===== src/rtl/simd_cmp_pkg.sv =====
package simd_cmp_pkg;
   typedef enum logic [2:0] {
      CMP_EQ  = 3'd0,
      CMP_SGE = 3'd1,
      CMP_SGT = 3'd2,
      CMP_UGT = 3'd3,
      CMP_UGE = 3'd4,
      CMP_LEZ = 3'd5,
      CMP_LTZ = 3'd6,
      CMP_TST = 3'd7
   } cmp_op_e;

   localparam int unsigned SIZE_CODES = 4;
   localparam int unsigned BYTE_W     = 8;
endpackage


===== src/rtl/cmp_lane.sv =====
module cmp_lane
   import simd_cmp_pkg::*;
#(
   parameter int unsigned LANE_W = 8
) (
   input  logic [LANE_W-1:0] a,
   input  logic [LANE_W-1:0] b,
   input  logic              zero_b,
   input  cmp_op_e           op,
   output logic              hit
);
   logic [LANE_W-1:0] bv;
   logic signed [LANE_W-1:0] sa, sb;
   logic signed [LANE_W-1:0] zs;

   assign bv = zero_b ? '0 : b;
   assign sa = a;
   assign sb = bv;
   assign zs = '0;

   always_comb begin
      unique case (op)
         CMP_EQ:  hit = (a == bv);
         CMP_SGE: hit = (sa >= sb);
         CMP_SGT: hit = (sa > sb);
         CMP_UGT: hit = (a > bv);
         CMP_UGE: hit = (a >= bv);
         CMP_LEZ: hit = !(sa > zs);
         CMP_LTZ: hit = (zs > sa);
         CMP_TST: hit = |(a & bv);
         default: hit = 1'b0;
      endcase
   end
endmodule


===== src/rtl/cmp_size_slice.sv =====
module cmp_size_slice
   import simd_cmp_pkg::*;
#(
   parameter int unsigned VEC_W  = 128,
   parameter int unsigned LANE_W = 8
) (
   input  logic [VEC_W-1:0] a,
   input  logic [VEC_W-1:0] b,
   input  logic             zero_b,
   input  cmp_op_e          op,
   output logic [VEC_W-1:0] mask
);
   localparam int unsigned LANES = VEC_W / LANE_W;

   if (VEC_W % LANE_W != 0) begin : g_bad_lane
      $error("cmp_size_slice: VEC_W must be a multiple of LANE_W");
   end

   for (genvar li = 0; li < LANES; li++) begin : g_lane
      logic hit;
      cmp_lane #(.LANE_W(LANE_W)) u_lane (
         .a      (a[li*LANE_W +: LANE_W]),
         .b      (b[li*LANE_W +: LANE_W]),
         .zero_b (zero_b),
         .op     (op),
         .hit    (hit)
      );
      assign mask[li*LANE_W +: LANE_W] = {LANE_W{hit}};
   end
endmodule


===== src/rtl/lane_keep.sv =====
module lane_keep
   import simd_cmp_pkg::*;
#(
   parameter int unsigned VEC_W  = 128,
   parameter int unsigned HALF_W = 64
) (
   input  logic [1:0]       size,
   input  logic             scalar,
   input  logic             half,
   output logic [VEC_W-1:0] keep
);
   if (HALF_W >= VEC_W || HALF_W < (BYTE_W << (SIZE_CODES-1))) begin : g_bad_half
      $error("lane_keep: HALF_W must hold one widest lane and be below VEC_W");
   end

   logic [7:0] lane_bits;
   assign lane_bits = 8'(BYTE_W << size);

   always_comb begin
      for (int i = 0; i < VEC_W; i++) begin
         if (scalar)
            keep[i] = (i < int'(lane_bits));
         else if (half)
            keep[i] = (i < HALF_W);
         else
            keep[i] = 1'b1;
      end
   end
endmodule


===== src/rtl/simd_lane_cmp.sv =====
module simd_lane_cmp
   import simd_cmp_pkg::*;
#(
   parameter int unsigned VEC_W  = 128,
   parameter int unsigned HALF_W = 64
) (
   input  logic             clk,
   input  logic             rst_n,
   input  logic             in_valid,
   input  logic [VEC_W-1:0] op_a,
   input  logic [VEC_W-1:0] op_b,
   input  logic             use_zero,
   input  logic [2:0]       opcode,
   input  logic [1:0]       elem_size,
   input  logic             scalar_mode,
   input  logic             half_reg,
   output logic             out_valid,
   output logic [VEC_W-1:0] result
);
   localparam int unsigned WIDEST = BYTE_W << (SIZE_CODES-1);
   localparam int unsigned BYTES  = VEC_W / BYTE_W;

   if (VEC_W % WIDEST != 0) begin : g_bad_vec
      $error("simd_lane_cmp: VEC_W must be a multiple of the widest lane");
   end

   cmp_op_e op;
   assign op = cmp_op_e'(opcode);

   logic [VEC_W-1:0] per_size [SIZE_CODES];

   for (genvar si = 0; si < SIZE_CODES; si++) begin : g_size
      cmp_size_slice #(.VEC_W(VEC_W), .LANE_W(BYTE_W << si)) u_slice (
         .a      (op_a),
         .b      (op_b),
         .zero_b (use_zero),
         .op     (op),
         .mask   (per_size[si])
      );
   end

   logic [VEC_W-1:0] keep;
   lane_keep #(.VEC_W(VEC_W), .HALF_W(HALF_W)) u_keep (
      .size   (elem_size),
      .scalar (scalar_mode),
      .half   (half_reg),
      .keep   (keep)
   );

   logic [VEC_W-1:0] next_res;
   assign next_res = per_size[elem_size] & keep;

   always_ff @(posedge clk) begin
      if (!rst_n) begin
         out_valid <= 1'b0;
         result    <= '0;
      end else begin
         out_valid <= in_valid;
         if (in_valid)
            result <= next_res;
      end
   end

   // one-cycle latency for the valid strobe
   assert_valid_follows_R1: assert property (@(posedge clk) disable iff (!rst_n)
      in_valid |=> out_valid);
   assert_valid_drops_R1: assert property (@(posedge clk) disable iff (!rst_n)
      !in_valid |=> !out_valid);

   // every byte of a result is uniform, as all lanes are whole bytes
   for (genvar bi = 0; bi < BYTES; bi++) begin : g_byte_chk
      assert_lane_uniform_R2: assert property (@(posedge clk) disable iff (!rst_n)
         out_valid |-> (result[bi*8 +: 8] == 8'h00 || result[bi*8 +: 8] == 8'hFF));
   end

   // a lane always equals itself
   assert_eq_self_R3: assert property (@(posedge clk) disable iff (!rst_n)
      (in_valid && opcode == 3'd0 && !use_zero && op_a == op_b && !scalar_mode && !half_reg)
      |=> (result == {VEC_W{1'b1}}));

   // bit-test against zero never hits
   assert_tst_zero_R6: assert property (@(posedge clk) disable iff (!rst_n)
      (in_valid && opcode == 3'd7 && use_zero) |=> (result == '0));

   // scalar form clears everything above the widest lane
   assert_scalar_clear_R7: assert property (@(posedge clk) disable iff (!rst_n)
      (in_valid && scalar_mode) |=> (result[VEC_W-1:WIDEST] == '0));

   // half-register form clears the upper half
   assert_upper_clear_R8: assert property (@(posedge clk) disable iff (!rst_n)
      (in_valid && half_reg) |=> (result[VEC_W-1:HALF_W] == '0));

   // result holds without a strobe
   assert_hold_R9: assert property (@(posedge clk) disable iff (!rst_n)
      !in_valid |=> $stable(result));
endmodule


===== config.mk =====
export PLATFORM = sky130hd
export DESIGN_NAME = simd_lane_cmp
export DESIGN_NICKNAME = d
export VERILOG_FILES = /design/src/rtl/simd_cmp_pkg.sv /design/src/rtl/cmp_lane.sv /design/src/rtl/cmp_size_slice.sv /design/src/rtl/lane_keep.sv /design/src/rtl/simd_lane_cmp.sv
export SDC_FILE = /design/constraint.sdc
export NUM_CORES = 1
export LEC_CHECK = 0
export ABC_AREA = 1
export BUFFER_PORTS_ARGS = -buffer_cell sky130_fd_sc_hd__clkbuf_2
export CELL_PAD_IN_SITES_DETAIL_PLACEMENT = 0
export CELL_PAD_IN_SITES_GLOBAL_PLACEMENT = 2
export CORE_MARGIN = 1
export CORE_UTILIZATION = 26
export CTS_CLUSTER_DIAMETER = 150
export DETAILED_ROUTE_END_ITERATION = 6
export GPL_TIMING_DRIVEN = 0
export MAX_ROUTING_LAYER = met4
export PLACE_DENSITY = 0.74
export SLEW_MARGIN = 5
export SYNTH_ARGS = -nofsm -noshare
export SYNTH_HDL_FRONTEND = slang
export SYNTH_HIERARCHICAL = 1
export SYNTH_SLANG_ARGS = --single-unit

===== constraint.sdc =====
create_clock -name clk -period 4 [get_ports clk]
set_input_delay 0.2 -clock clk [delete_from_list [all_inputs] [get_ports clk]]
set_output_delay 0.2 -clock clk [all_outputs]
set_load 0.01 [all_outputs]

==> flow_metrics.env, run 1 <==
export IMPL_nNetsFinal=8567
export IMPL_power_density_nw_per_um2=183
export IMPL_muxShareOfSynthArea_pct=0
export IMPL_die_height_um=408
export IMPL_fp_dieW_um=408
export IMPL_dr_total_vias=42200
export IMPL_async_flop_share_pct=0
export IMPL_holdWs_ns=0.0958
export IMPL_wl_per_cell_um=16.5
export IMPL_critPathBufInv=6
export IMPL_grt_setup_unrepaired="false"
export IMPL_syn_avg_cell_area_um2=6.29
export IMPL_drcViolationCount=0
export IMPL_portBuffers=392
export IMPL_viasPerCell=4.46
export IMPL_synthXorXnorAreaFrac_pct=0
export IMPL_ys_warn_count=6
export IMPL_routabilityCongestion=0.854
export IMPL_status="finished, final reports clean"
export IMPL_fp_row_count=148
export IMPL_clock_root_buffer="clkbuf_16"
export IMPL_crit_path_cell_trace="clkbuf_16, inv_2, clkbuf_2, nand2_1, inv_1, ha_1, nor4_1, nand4_1, nor2_1, nand2_1, nand4_1, nand3_1, a21oi_1, nand3_4, buf_16, buf_4, nand2_1, nand3_1, nand3_1, a21oi_1"
export IMPL_drv_slew=0
export IMPL_hold_class="input pin to flip-flop"
export IMPL_ys_seq_area_share_pct=6.02
export IMPL_cts_num_sinks=129
export IMPL_grt_max_degree=95
export IMPL_drive_above_1_share_pct=18.6
export IMPL_cp_top_family="simple AND/OR/NAND/NOR gates"
export IMPL_slowest_stage="nor4_1"
export IMPL_antenna_found_initial=21
export IMPL_synth_edf_count=0
export IMPL_startpoint_type="input pin"
export IMPL_cp_data_arrival_time_ns=4.13
export IMPL_firstDrtPassIters=5
export IMPL_synth_top_family_by_area="simple AND/OR/NAND/NOR gates"
export IMPL_cts_buffer_depth=2
export IMPL_cp_required_ns=4.34
export IMPL_grt_pass1_vias=40900
export IMPL_hold_buffers=0
export IMPL_drtAntennaViolNets=0
export IMPL_cap_viol_max_count=0
export IMPL_synth_fa_ha_area_share_pct=30.8
export IMPL_core_area_um2=163000
export IMPL_end_kind="flip-flop"
export IMPL_worst_slew_pin_slew_ns=0.905
export IMPL_initial_core_util_pct=26.3
export IMPL_final_hold_viol_count=0
export IMPL_maxSlewHeadroom_pct=39.5
export IMPL_synth_compound_area_share_pct=7.28
export IMPL_worst_path_max_fanout=64
export IMPL_max_vdd_ir_drop_mv=0.329
export IMPL_finalSetupTns_ns=0
export IMPL_ioPinCount=396
export IMPL_grt_pass1_wl_um=242000
export IMPL_dp_hpwl_um=122000
export IMPL_ys_ff_latch=129
export IMPL_synthSimpleGateAreaFrac_pct=35.4
export IMPL_synth_area_um2=42900
export IMPL_grt_total_usage_pct=19.0
export IMPL_ff_latch_area_um2=2580
export IMPL_synth_cells=6821
export IMPL_synth_flop_cell="dfxtp_1"
export IMPL_utilization_pct=29.8
export IMPL_min_period_over_period_pct=95.0
export IMPL_leakage_nw=28.7
export IMPL_setup_violations_final=0
export IMPL_drt_iter0_markers=1851
export IMPL_fin_skew_ns=0
export IMPL_cpPeakStageDelay_ns=0.58
export IMPL_numCtsBuffers=17
export IMPL_wl_um=156000
export IMPL_max_freq_mhz=263
export IMPL_dieArea_um2=167000
export IMPL_period_needed_ns=3.80
export IMPL_yosysUniqueCellTypes=44
export IMPL_clk_latency_ns=0.46
export IMPL_num_fill_cells=18300
export IMPL_h_tree_depth=4
export IMPL_multiInputGateArea_um2=31600
export IMPL_final_cell_mix="nand2_1 (1,849), ha_1 (1,054), inv_1 (840)"
export IMPL_cts_tree="yes"
export IMPL_area_growth_pct=13.3
export IMPL_path_clk_slew_ns=0.06
export IMPL_mostFrequentLayoutCell="nand2_1"
export IMPL_overflow=0
export IMPL_critical_path_class="input pin to flip-flop"
cell usage after synthesis, types with 2 or more instances:
cell | instances | share of area (%)
a21oi_1 | 362 | 4.2
or2_2 | 8 | 0.12
o21a_1 | 12 | 0.21
buf_4 | 659 | 12
buf_2 | 30 | 0.35
nand3_1 | 561 | 6.5
a21o_1 | 21 | 0.37
nand3b_1 | 17 | 0.30
inv_1 | 840 | 7.4
nor3_1 | 31 | 0.36
or4_1 | 4 | 0.070
nor2_1 | 470 | 4.1
a21o_2 | 12 | 0.25
o21bai_1 | 2 | 0.035
clkbuf_8 | 2 | 0.064
nand4_1 | 116 | 1.7
ha_1 | 1054 | 31
nand3_4 | 8 | 0.33
or3b_1 | 12 | 0.25
nand2_1 | 1857 | 16
nand4_2 | 22 | 0.64
nor2_2 | 36 | 0.53
nor3_2 | 5 | 0.12
nand2_2 | 47 | 0.69
buf_1 | 25 | 0.22
dfxtp_1 | 129 | 6.0
inv_2 | 18 | 0.16
buf_6 | 7 | 0.18
o21ai_0 | 178 | 2.1
nor2_4 | 27 | 0.71
nand4_4 | 3 | 0.15
nor4_1 | 162 | 2.4
o22ai_1 | 4 | 0.058
o21ai_1 | 2 | 0.023
clkbuf_1 | 66 | 0.58
nand3_2 | 4 | 0.093
flip-flops by register name, summed over array words and instances (netlist names):
| signal | cells |
|---|---|
| out_valid | 1 |
| result | 128 |
power by group:
part	internal [mW]	switching, mW	total [mW]
clock	1.05	0.688	1.74
combinational	2.47	3.25	5.72
sequential	1.38	0.0572	1.43
total	4.91	3.99	8.90
path summary, 6_finish.rpt:
kind                    start           to  slack, ns  cells past startpoint
setup / recovery     use_zero   result[62]       0.20                     20
hold / removal          rst_n    out_valid        0.1                      3
setup reg to reg   result[93]   result[93]       3.25                      2
hold reg to reg   result[123]  result[123]       0.53                      2
worst reg2reg max path: cells and delay by family (launching register included):
family | cells | cell delay, ns
compound gates | 2 | 0.26
flops | 1 | 0.43
cell families after synthesis:
group,count (synthesis)
simple gates,3393
fa+ha+maj,1054
flops,129
compound gates,595
buf+inv,1649
other cells,1
per-stage QoR:
| stage | cells | instance area, um^2 | total power, mW | worst slack [ns] |
|---|---|---|---|---|
| 2_1_floorplan | 6828 | 42900 | 5.42 | 0.116 |
| 3_3_place_gp | 9395 | 47600 | 7.30 | -4.52 |
| 3_5_place_dp | 9402 | 47800 | 7.28 | -0.985 |
| 4_1_cts | 9432 | 48500 | 9.06 | 0.0256 |
| 5_1_grt | 9452 | 48600 | 9.79 | 0.00717 |
| 6_report | 9455 | 48600 | 8.90 | 0.201 |
repair_timing:
action	in CTS	in global routing
setup buffers	0	0
endpoints found under the setup margin	128	128
gates resized for setup	10	27
metal layers:
metal	track usage [%]	wire, um	vias up
met4	3.86	3020	0
met2	32.7	75000	557
met5	-	0	-
met1	23.1	71700	19200
met3	3.09	6420	118
li1	-	-	22300
area by class of cell:
class                      count  area share (%)
clock buffer                  18           0.904
tap                         2175            5.60
antenna                       23           0.118
inverter                     859            6.65
clock inverter                12           0.373
sequential                   129            5.32
multi-input combinational   5050            65.0
buffer                       790            11.5
timing repair buffer         399            4.50
No activity file was read; power rests on OpenSTA's default activity.
==> run 2, diff against run 1 <==
--- a/config.mk
+++ b/config.mk
@@ -11,11 +11,13 @@
 export CELL_PAD_IN_SITES_GLOBAL_PLACEMENT = 2
 export CORE_MARGIN = 1
 export CORE_UTILIZATION = 26
+export CTS_BUF_LIST = sky130_fd_sc_hd__clkbuf_4 sky130_fd_sc_hd__clkbuf_8
 export CTS_CLUSTER_DIAMETER = 150
 export DETAILED_ROUTE_END_ITERATION = 6
 export GPL_TIMING_DRIVEN = 0
 export MAX_ROUTING_LAYER = met4
 export PLACE_DENSITY = 0.74
+export SKIP_LAST_GASP = 1
 export SLEW_MARGIN = 5
 export SYNTH_ARGS = -nofsm -noshare
 export SYNTH_HDL_FRONTEND = slang
==> flow_metrics.env, run 2 (synthesis gave the netlist of run 1 again) <==
export IMPL_status="finished, final reports clean"
export IMPL_holdWs_ns=0.113
export IMPL_setup_violations_final=0
export IMPL_wl_met2_um=75100
export IMPL_cts_num_sinks=129
export IMPL_rr_worst_depth=2
export IMPL_final_cell_mix="nand2_1 (1,851), ha_1 (1,054), inv_1 (840)"
export IMPL_cts_buffer_depth=2
export IMPL_largest_register="result"
export IMPL_core_area_um2=163000
export IMPL_top_layer="met4"
export IMPL_drtAntennaViolNets=0
export IMPL_utilization_pct=29.7
export IMPL_fp_row_count=148
export IMPL_die_height_um=408
export IMPL_crit_path_cell_trace="clkbuf_16, inv_2, clkbuf_2, nand2_1, ha_1, nand4_1, nor3_1, nand3_1, nor2_2, nand3_2, or4_1, nand3_4, buf_16, buf_4, nand2_1, nand3_1, nand3_1, a21oi_1"
export IMPL_nNetsFinal=8568
export IMPL_overflow=0
export IMPL_drive_above_1_share_pct=18.5
export IMPL_clk_latency_ns=0.53
export IMPL_wl_met3_um=6550
export IMPL_cp_required_ns=4.47
export IMPL_place_ws_ns=-0.985
export IMPL_critPathBufInv=5
export IMPL_critical_path_class="input pin to flip-flop"
export IMPL_max_vdd_ir_drop_mv=0.226
export IMPL_hold_class="input pin to flip-flop"
export IMPL_cap_viol_max_count=0
export IMPL_clock_root_buffer="clkbuf_8"
export IMPL_grt_max_degree=95
export IMPL_grt_pass1_wl_um=242000
export IMPL_fp_dieW_um=408
export IMPL_min_path_cells=3
export IMPL_viasPerCell=4.45
export IMPL_dieArea_um2=167000
export IMPL_wl_met1_um=71400
export IMPL_largestRegisters="result x128, out_valid x1"
export IMPL_maxSlewHeadroom_pct=40.2
export IMPL_worst_slew_pin_slew_ns=0.895
export IMPL_slowest_stage="or4_1"
export IMPL_drcViolationCount=0
export IMPL_ioPinCount=396
export IMPL_cp_depth=18
export IMPL_antenna_found_initial=22
export IMPL_worst_path_max_fanout=64
export IMPL_min_period_over_period_pct=95.6
export IMPL_dp_cells=9402
export IMPL_h_tree_depth=4
export IMPL_cp_data_arrival_time_ns=4.30
export IMPL_cp_top_family="simple AND/OR/NAND/NOR gates"
export IMPL_wl_um=156000
export IMPL_firstDrtPassIters=5
export IMPL_routabilityCongestion=0.854
export IMPL_dpl_cell_area_um2=47800
export IMPL_max_freq_mhz=261
export IMPL_drv_slew=0
export IMPL_period_needed_ns=3.83
export IMPL_mostFrequentLayoutCell="nand2_1"
export IMPL_leakage_nw=28.6
export IMPL_numCtsBuffers=17
export IMPL_end_kind="flip-flop"
export IMPL_grt_pass1_vias=41000
export IMPL_dr_total_vias=42100
export IMPL_finalWorstSetupSlack_ns=0.175
export IMPL_startpoint_type="input pin"
export IMPL_cpPeakStageDelay_ns=0.48
export IMPL_initial_core_util_pct=26.3
export IMPL_final_area_um2=48400
export IMPL_fin_skew_ns=0
export IMPL_power_density_nw_per_um2=175
export IMPL_critPathMostFrequentCell="nand3_1"
export IMPL_drt_iter0_markers=1878
export IMPL_largest_reg_flops=128
export IMPL_layoutNonFillerInstCount=9455
export IMPL_grt_setup_unrepaired="false"
export IMPL_dp_hpwl_um=122000
export IMPL_wl_per_cell_um=16.5
export IMPL_path_clk_slew_ns=0.08
export IMPL_area_growth_pct=12.8
export IMPL_portBuffers=392
export IMPL_cts_tree="yes"
export IMPL_final_hold_viol_count=0
export IMPL_grt_total_usage_pct=19.0
run 2: through the flow:
| stage | setup TNS [ns] | power, mW |
|---|---|---|
| 6_report | 0 | 8.49 |
| 5_1_grt | 0 | 9.38 |
| 4_1_cts | 0 | 8.66 |
| 3_5_place_dp | -96.98 | 7.28 |
| 3_3_place_gp | -551.84 | 7.30 |
| 2_1_floorplan | 0 | 5.42 |
run 2: cell type report:
type	instances	area [um^2]
diodes	22	55.1
flip-flops and latches	129	2580
inverters	859	3230
fillers	18300	115000
well taps	2175	2720
plain buffers	790	5580
repair buffers	400	2200
clock inverters	12	181
clock buffers	18	248
multi-input cells	5050	31600
run 2: final timing paths:
check              from          end  slack (ns)
max            use_zero  result[121]        0.17
min               rst_n    result[0]        0.11
max reg2reg  result[93]   result[93]        3.24
min reg2reg  result[44]   result[44]        0.53
run 2: routing by layer:
layer  global-route usage [%]  vias up
li1                         -    22300
met1                     23.1    19200
met2                     32.8      526
met3                     3.09      115
met4                     3.86        0
met5                        -        -
run 2: worst register-to-register path: stages, from the launching register on:
cell and delay [ns]:
dfxtp_1 0.44, o21ai_0 0.12, a21oi_1 0.14
run 2: where the power goes:
group	internal, mW	switching, mW
registers	1.37	0.0576
clock network	0.691	0.643
logic	2.48	3.24
total	4.54	3.94
run 2: repair_timing:
item / in CTS / in global routing
endpoints found under the setup margin: 103 / 124
resized for setup: 10 / 15
setup buffers: 0 / 0
gates cloned: 0 / 0
hold endpoints to repair: 10 / 0
hold buffers: 1 / 0
